--- config.mk ---
export PLATFORM = sky130hd
export DESIGN_NAME = prot_rule_firewall
export DESIGN_NICKNAME = d
export VERILOG_FILES = /design/src/rtl/fw_pkg.sv /design/src/rtl/fw_rule_match.sv /design/src/rtl/fw_rule_bank.sv /design/src/rtl/fw_stage.sv /design/src/rtl/prot_rule_firewall.sv
export SDC_FILE = /design/constraint.sdc
export NUM_CORES = 2
export LEC_CHECK = 0
export BUFFER_PORTS_ARGS = -buffer_cell sky130_fd_sc_hd__buf_2
export CORE_MARGIN = 1.5
export CORE_UTILIZATION = 55
export CTS_CLUSTER_DIAMETER = 30
export DETAILED_ROUTE_END_ITERATION = 7
export PLACE_DENSITY = 0.71
export SLEW_MARGIN = 5
export SYNTH_ARGS = -nofsm -noshare
export SYNTH_HDL_FRONTEND = slang
export SYNTH_SLANG_ARGS = --single-unit
--- constraint.sdc ---
create_clock -name clk -period 9.6 [get_ports clk]
set_input_delay 0.96 -clock clk [delete_from_list [all_inputs] [get_ports clk]]
set_output_delay 0.96 -clock clk [all_outputs]
set_load 0.1 [all_outputs]
--- src/rtl/fw_pkg.sv ---
package fw_pkg;
    localparam int BND_W      = 12;
    localparam int ID_W       = 12;
    localparam int NPORT      = 10;
    localparam int PORT_IDX_W = $clog2(NPORT);
    localparam int COMMIT_BIT = 5;
    localparam int FETCH_BIT  = 6;

    typedef enum logic [2:0] {
        SEL_CMD  = 3'd0,
        SEL_ADDR = 3'd1,
        SEL_ID   = 3'd2,
        SEL_DATA = 3'd3,
        SEL_DFLT = 3'd4
    } cfg_sel_e;

    typedef enum logic {
        ST_IDLE = 1'b0,
        ST_RESP = 1'b1
    } fw_state_e;

    typedef struct packed {
        logic [BND_W-1:0] hi;
        logic [BND_W-1:0] lo;
    } mb_bounds_t;

    typedef struct packed {
        logic [ID_W-1:0] hi;
        logic [ID_W-1:0] lo;
    } id_bounds_t;

    typedef struct packed {
        logic             rej;
        logic [NPORT-1:0] pmask;
        logic             valid;
        logic [1:0]       sec;
    } rule_attr_t;

    typedef struct packed {
        mb_bounds_t mb;
        id_bounds_t id;
        rule_attr_t attr;
    } rule_t;
endpackage

--- src/rtl/fw_rule_match.sv ---
module fw_rule_match
    import fw_pkg::*;
(
    input  rule_t                 rule,
    input  logic [BND_W-1:0]      req_mb,
    input  logic [ID_W-1:0]       req_id,
    input  logic [PORT_IDX_W-1:0] req_port,
    input  logic                  req_secure,
    output logic                  hit
);
    logic port_ok;
    logic sec_ok;
    logic mb_ok;
    logic id_ok;

    always_comb begin
        port_ok = 1'b0;
        if (req_port < PORT_IDX_W'(NPORT)) begin
            port_ok = rule.attr.pmask[req_port];
        end
        sec_ok = req_secure ? rule.attr.sec[0] : rule.attr.sec[1];
        mb_ok  = (req_mb >= rule.mb.lo) && (req_mb <= rule.mb.hi);
        id_ok  = (req_id >= rule.id.lo) && (req_id <= rule.id.hi);
        hit    = rule.attr.valid && port_ok && sec_ok && mb_ok && id_ok;
    end
endmodule

--- src/rtl/fw_rule_bank.sv ---
module fw_rule_bank
    import fw_pkg::*;
#(
    parameter int NUM_RULES = 20,
    parameter int IDX_W     = 5
) (
    input  logic                  clk,
    input  logic                  rst_n,
    input  logic                  commit_go,
    input  logic [IDX_W-1:0]      rule_idx,
    input  rule_t                 wr_rule,
    input  logic [IDX_W-1:0]      rd_idx,
    output rule_t                 rd_rule,
    input  logic [BND_W-1:0]      req_mb,
    input  logic [ID_W-1:0]       req_id,
    input  logic [PORT_IDX_W-1:0] req_port,
    input  logic                  req_secure,
    output logic [NUM_RULES-1:0]  hits,
    output logic [NUM_RULES-1:0]  rejs
);
    rule_t table_q [NUM_RULES];

    for (genvar g = 0; g < NUM_RULES; g++) begin : g_rule
        always_ff @(posedge clk) begin
            if (!rst_n) begin
                table_q[g] <= '0;
            end else if (commit_go && (rule_idx == IDX_W'(g))) begin
                table_q[g] <= wr_rule;
            end
        end

        fw_rule_match u_match (
            .rule       (table_q[g]),
            .req_mb     (req_mb),
            .req_id     (req_id),
            .req_port   (req_port),
            .req_secure (req_secure),
            .hit        (hits[g])
        );

        assign rejs[g] = table_q[g].attr.rej;

        // an all-zero commit leaves the rule unable to match
        a_r10_zero_commit_clears: assert property (@(posedge clk) disable iff (!rst_n)
            (commit_go && rule_idx == IDX_W'(g) && wr_rule == '0) |=> !hits[g]);
    end

    always_comb begin
        rd_rule = '0;
        for (int i = 0; i < NUM_RULES; i++) begin
            if (rd_idx == IDX_W'(i)) begin
                rd_rule = table_q[i];
            end
        end
    end
endmodule

--- src/rtl/fw_stage.sv ---
module fw_stage
    import fw_pkg::*;
#(
    parameter int NUM_RULES = 20,
    parameter int IDX_W     = 5
) (
    input  logic             clk,
    input  logic             rst_n,
    input  logic             cfg_wr,
    input  logic [2:0]       cfg_sel,
    input  logic [31:0]      cfg_wdata,
    output logic [31:0]      cfg_rdata,
    output logic             commit_go,
    output logic             fetch_go,
    output logic [IDX_W-1:0] rule_idx,
    output rule_t            staged,
    input  rule_t            fetched,
    output logic [NPORT-1:0] dflt
);
    localparam int MB_W   = $bits(mb_bounds_t);
    localparam int IDB_W  = $bits(id_bounds_t);
    localparam int ATTR_W = $bits(rule_attr_t);

    mb_bounds_t       stage_mb;
    id_bounds_t       stage_id;
    rule_attr_t       stage_attr;
    logic [IDX_W-1:0] cmd_q;
    logic [NPORT-1:0] dflt_q;
    logic             cmd_wr;
    logic             idx_ok;
    cfg_sel_e         sel;

    always_comb begin
        sel       = cfg_sel_e'(cfg_sel);
        rule_idx  = cfg_wdata[IDX_W-1:0];
        idx_ok    = rule_idx < IDX_W'(NUM_RULES);
        cmd_wr    = cfg_wr && (sel == SEL_CMD);
        commit_go = cmd_wr && idx_ok && cfg_wdata[COMMIT_BIT];
        fetch_go  = cmd_wr && idx_ok && cfg_wdata[FETCH_BIT] && !cfg_wdata[COMMIT_BIT];
    end

    always_ff @(posedge clk) begin
        if (!rst_n) begin
            stage_mb   <= '0;
            stage_id   <= '0;
            stage_attr <= '0;
            cmd_q      <= '0;
            dflt_q     <= '0;
        end else if (fetch_go) begin
            stage_mb   <= fetched.mb;
            stage_id   <= fetched.id;
            stage_attr <= fetched.attr;
            cmd_q      <= rule_idx;
        end else if (cfg_wr) begin
            unique case (sel)
                SEL_CMD:  cmd_q      <= rule_idx;
                SEL_ADDR: stage_mb   <= mb_bounds_t'(cfg_wdata[MB_W-1:0]);
                SEL_ID:   stage_id   <= id_bounds_t'(cfg_wdata[IDB_W-1:0]);
                SEL_DATA: stage_attr <= rule_attr_t'(cfg_wdata[ATTR_W-1:0]);
                SEL_DFLT: dflt_q     <= cfg_wdata[NPORT-1:0];
                default: ;
            endcase
        end
    end

    always_comb begin
        cfg_rdata = '0;
        case (sel)
            SEL_CMD:  cfg_rdata[IDX_W-1:0]  = cmd_q;
            SEL_ADDR: cfg_rdata[MB_W-1:0]   = stage_mb;
            SEL_ID:   cfg_rdata[IDB_W-1:0]  = stage_id;
            SEL_DATA: cfg_rdata[ATTR_W-1:0] = stage_attr;
            SEL_DFLT: cfg_rdata[NPORT-1:0]  = dflt_q;
            default:  cfg_rdata = '0;
        endcase
    end

    assign staged = '{mb: stage_mb, id: stage_id, attr: stage_attr};
    assign dflt   = dflt_q;

    // a fetch places the selected rule in the staging words at the next edge
    a_r3_fetch_loads_stage: assert property (@(posedge clk) disable iff (!rst_n)
        fetch_go |=> (staged == $past(fetched)));
endmodule

--- src/rtl/prot_rule_firewall.sv ---
module prot_rule_firewall
    import fw_pkg::*;
#(
    parameter int NUM_RULES = 20
) (
    input  logic        clk,
    input  logic        rst_n,
    input  logic        cfg_wr,
    input  logic [2:0]  cfg_sel,
    input  logic [31:0] cfg_wdata,
    output logic [31:0] cfg_rdata,
    input  logic        chk_valid,
    output logic        chk_ready,
    input  logic [31:0] chk_addr,
    input  logic [3:0]  chk_port,
    input  logic [11:0] chk_id,
    input  logic        chk_secure,
    output logic        resp_valid,
    input  logic        resp_ready,
    output logic        resp_reject
);
    localparam int IDX_W = $clog2(NUM_RULES);

    logic                  commit_go;
    logic                  fetch_go;
    logic [IDX_W-1:0]      rule_idx;
    rule_t                 staged;
    rule_t                 fetched;
    logic [NPORT-1:0]      dflt;
    logic [NUM_RULES-1:0]  hits;
    logic [NUM_RULES-1:0]  rejs;
    logic [NUM_RULES-1:0]  win;
    logic                  dflt_rej;
    logic                  reject_now;
    logic                  rej_q;
    fw_state_e             state_q;
    fw_state_e             state_d;
    logic                  take;

    fw_stage #(.NUM_RULES(NUM_RULES), .IDX_W(IDX_W)) u_stage (
        .clk       (clk),
        .rst_n     (rst_n),
        .cfg_wr    (cfg_wr),
        .cfg_sel   (cfg_sel),
        .cfg_wdata (cfg_wdata),
        .cfg_rdata (cfg_rdata),
        .commit_go (commit_go),
        .fetch_go  (fetch_go),
        .rule_idx  (rule_idx),
        .staged    (staged),
        .fetched   (fetched),
        .dflt      (dflt)
    );

    fw_rule_bank #(.NUM_RULES(NUM_RULES), .IDX_W(IDX_W)) u_bank (
        .clk        (clk),
        .rst_n      (rst_n),
        .commit_go  (commit_go),
        .rule_idx   (rule_idx),
        .wr_rule    (staged),
        .rd_idx     (rule_idx),
        .rd_rule    (fetched),
        .req_mb     (chk_addr[31:32-BND_W]),
        .req_id     (chk_id),
        .req_port   (chk_port[PORT_IDX_W-1:0]),
        .req_secure (chk_secure),
        .hits       (hits),
        .rejs       (rejs)
    );

    // lowest-numbered hit wins
    always_comb begin
        win = '0;
        for (int i = NUM_RULES - 1; i >= 0; i--) begin
            if (hits[i]) begin
                win    = '0;
                win[i] = 1'b1;
            end
        end
        dflt_rej = 1'b1;
        if (chk_port < 4'(NPORT)) begin
            dflt_rej = dflt[chk_port];
        end
        reject_now = (|hits) ? (|(win & rejs)) : dflt_rej;
    end

    // next-state process
    always_comb begin
        state_d = state_q;
        unique case (state_q)
            ST_IDLE: if (chk_valid)  state_d = ST_RESP;
            ST_RESP: if (resp_ready) state_d = ST_IDLE;
            default: state_d = ST_IDLE;
        endcase
    end

    // state register
    always_ff @(posedge clk) begin
        if (!rst_n) begin
            state_q <= ST_IDLE;
        end else begin
            state_q <= state_d;
        end
    end

    // output process
    always_comb begin
        chk_ready  = (state_q == ST_IDLE);
        resp_valid = (state_q == ST_RESP);
        take       = chk_valid && chk_ready;
    end

    always_ff @(posedge clk) begin
        if (!rst_n) begin
            rej_q <= 1'b0;
        end else if (take) begin
            rej_q <= reject_now;
        end
    end

    assign resp_reject = rej_q;

    // priority selection never names more than one rule
    a_r8_single_winner: assert property (@(posedge clk) disable iff (!rst_n)
        $onehot0(win));
    // accepted request yields a response next cycle
    a_r11_resp_next: assert property (@(posedge clk) disable iff (!rst_n)
        (chk_valid && chk_ready) |=> resp_valid);
    // a stalled response holds its decision
    a_r11_hold_stall: assert property (@(posedge clk) disable iff (!rst_n)
        (resp_valid && !resp_ready) |=> (resp_valid && $stable(resp_reject)));
    // no new request while a response is pending
    a_r11_no_ready_busy: assert property (@(posedge clk) disable iff (!rst_n)
        resp_valid |-> !chk_ready);
endmodule

==> flow_summary.yaml <==
cells_and_area:
  final_cell_mix: "and2_1 (1,249), edfxtp_1 (1,240), ha_1 (960)"
  fin_util_pct: 65.0
  final_common_cell: "and2_1"
  fin_nets: 9311
  final_cells: 10600
  area_growth_pct: 17.4
  drive_gt1_share_pct: 11.0
die:
  die-area_mm2: 0.155
  ios: 124
  initial_core_util_pct: 55.4
  die_h_um: 394
  fp.dieW_um: 394
  num_rows: 143
  coreArea_mm2: 0.152
detailed_routing:
  vias: 69100
  drt_iter0_drc: 10100
  wl_per_cell_um: 29.2
  via_per_inst: 6.55
  ant_nets: 0
  drc_errors: 0
  drt_pre_antenna_iters: 7
  wl_um: 308000
outcome:
  status: "complete, but fails checks"
  violations: "capacitance limit, slew limit"
grt:
  grt_first_pass_wirelength_um: 444000
  grt_pass1_vias: 67500
  grt_usage_pct: 38.9
  grt-ovfl-total: 0
  antenna_found_initial: 19
  grt_max_degree: 63
clock_network:
  cts_setup_buffers: 0
  htree_levels: 5
  path_clk_slew_ns: 0.05
  cts_buffers: 341
  cts_tree: "done"
  cts.sinks: 1319
  cts_buffer_depth: 4
  worstSkewPairLatency_ns: 0.92
  cts_hold_buf: 0
  cts_root_buf: "clkbuf_16"
  postCtsResizedCells: 0
setup_path:
  worstPathMaxFanout: 32
  cp_num_buf_inv: 4
  crit_required_ns: 10.36
  endpoint_kind: "flip-flop"
  cp-start-kind: "input pin"
  worstSetupPathType: "input pin to flip-flop"
  path_delay_family: "compound AO/OA/AOI/OAI gates"
  cp.arrival_ns: 5.74
  crit_path_frequent_cell: "buf_4"
  critPathSlowestCell: "a2111oi_0"
  rrSetupSlack_ns: 5.11
  cp_cell_sequence: "buf_2, buf_4, nor2_2, buf_4, and2_2, buf_4, a22oi_1, nand3_1, a2111oi_0, o211ai_1, o21ai_0, a211oi_1, nor2_1, a311oi_1"
  cpPeakStageDelay_ns: 1.27
synthesis:
  yosys_warnings: 0
  syn-instance-count: 8116
  synthArstFlopShare_pct: 0
  ys_seq_area_share_pct: 46.2
  ys_ff_latch: 1319
  synth_area_mm2: 0.0840
  ys_types: 91
  synth-edff-count: 1240
  syn_avg_cell_area_um2: 10.4
  ys.flop_type: "edfxtp_1"
timing:
  timing.fmax_ghz: 0.201
  finalCriticalPeriod_ns: 4.98
  rsz0062_at_grt: "no"
  relSlewSlack_pct: -2.58
  setup_violations: 0
  maxSlewViolCount: 1
  finClkSkew_ns: 0.0398
  finalHoldViolCount: 0
  period_share_pct: 51.9
  tightest_slew_ns: 1.50
  finalSetupTns_ns: 0
pwr:
  vdd_drop_max_v: 0.000208
  power.leakage_uw: 0.0405
  p_per_area_mw_per_mm2: 202
placed_design:
  dp_hpwl_um: 216000
  place.gp.congestion: 0.984
  dp.cells: 9949
  io_buffer_count: 87
worst_hold_path:
  worstHoldPathType: "input pin to flip-flop"
job:
  drv_cap: 1
cells by family after synthesis:
family / synth area share [%]
compound gates: 15.4
fa+ha+maj: 14.3
buf+inv: 6.59
flops: 46.2
mux: 2.02
other cells: 0.00446
simple gates: 15.5
worst paths after layout:
kind,start,endpoint,depth (start not counted)
worst max register to register,u_bank.table_q[2][47],resp_reject,13
worst min-delay path,chk_valid,resp_valid,2
worst max-delay path,cfg_wdata[0],u_stage.staged[33],14
worst min register to register,u_stage.dflt[2],u_stage.dflt[2],2
final cells by class:
cell class | instances | area, um^2
Fill cell | 11700 | 53000
Multi-Input combinational cell | 5387 | 40200
Sequential cell | 1319 | 38800
Clock buffer | 393 | 8910
Inverter | 910 | 3420
Clock inverter | 213 | 2640
Tap cell | 2030 | 2540
Timing Repair Buffer | 303 | 2140
Antenna cell | 4 | 10.0
cell usage after synthesis (23+ instances only):
| cell | instances | area share, % |
|---|---|---|
| o22ai_1 | 169 | 1.3 |
| nand4_1 | 123 | 0.92 |
| dfxtp_1 | 79 | 1.9 |
| edfxtp_1 | 1240 | 44 |
| buf_1 | 23 | 0.10 |
| nor3_1 | 77 | 0.46 |
| nand2b_1 | 52 | 0.39 |
| inv_1 | 909 | 4.1 |
| nor2b_1 | 76 | 0.57 |
| o21a_1 | 39 | 0.35 |
| a22oi_1 | 171 | 1.5 |
| o31ai_1 | 30 | 0.27 |
| ha_1 | 960 | 14 |
| nand2_1 | 294 | 1.3 |
| a221oi_1 | 66 | 0.69 |
| buf_2 | 23 | 0.14 |
| and2_1 | 1251 | 9.3 |
| o2111ai_1 | 31 | 0.32 |
| a21oi_1 | 454 | 2.7 |
| a211oi_1 | 94 | 0.84 |
| o221ai_1 | 68 | 0.71 |
| a2111oi_0 | 52 | 0.54 |
| clkbuf_1 | 434 | 1.9 |
| nor2_1 | 244 | 1.1 |
| a31oi_1 | 60 | 0.45 |
| o21ai_0 | 360 | 2.1 |
| a222oi_1 | 57 | 0.68 |
| a21o_1 | 82 | 0.73 |
| mux2i_1 | 120 | 1.4 |
| nand3_1 | 124 | 0.74 |
| o211ai_1 | 66 | 0.59 |
state kept, by name, summed over array words and instances (netlist names):
register,cells
u_stage.dflt,10
resp_reject,1
u_bank.table_q,1240
u_stage.staged,62
u_stage.cmd_q,5
resp_valid,1
metal layers:
layer,share of wire [%],up-vias,global-route usage (%)
li1,-,30000,-
met1,38,33400,52.7
met2,42,4822,55.8
met3,13,916,9.68
met4,7.0,8,24.7
met5,0.026,-,0
metrics by stage:
stage / hold slack, ns / power [uW] / setup WS, ns / area (um^2)
3_3_place_gp: 0.467 / 8310 / 4.11 / 87100
6_report: 0.295 / 20000 / 4.62 / 98700
5_1_grt: 0.291 / 20400 / 4.74 / 98700
2_1_floorplan: 0.452 / 7660 / 2.19 / 84100
4_1_cts: 0.262 / 19900 / 4.99 / 98700
3_5_place_dp: 0.474 / 8370 / 4.05 / 87100
power breakdown:
part	switching (uW)	internal, uW	leakage (uW)
registers	134	6490	0.0134
clock network	3490	8110	0.00557
logic	1210	531	0.0215
total	4830	15100	0.0405
Power figures use the tool's default switching activity.
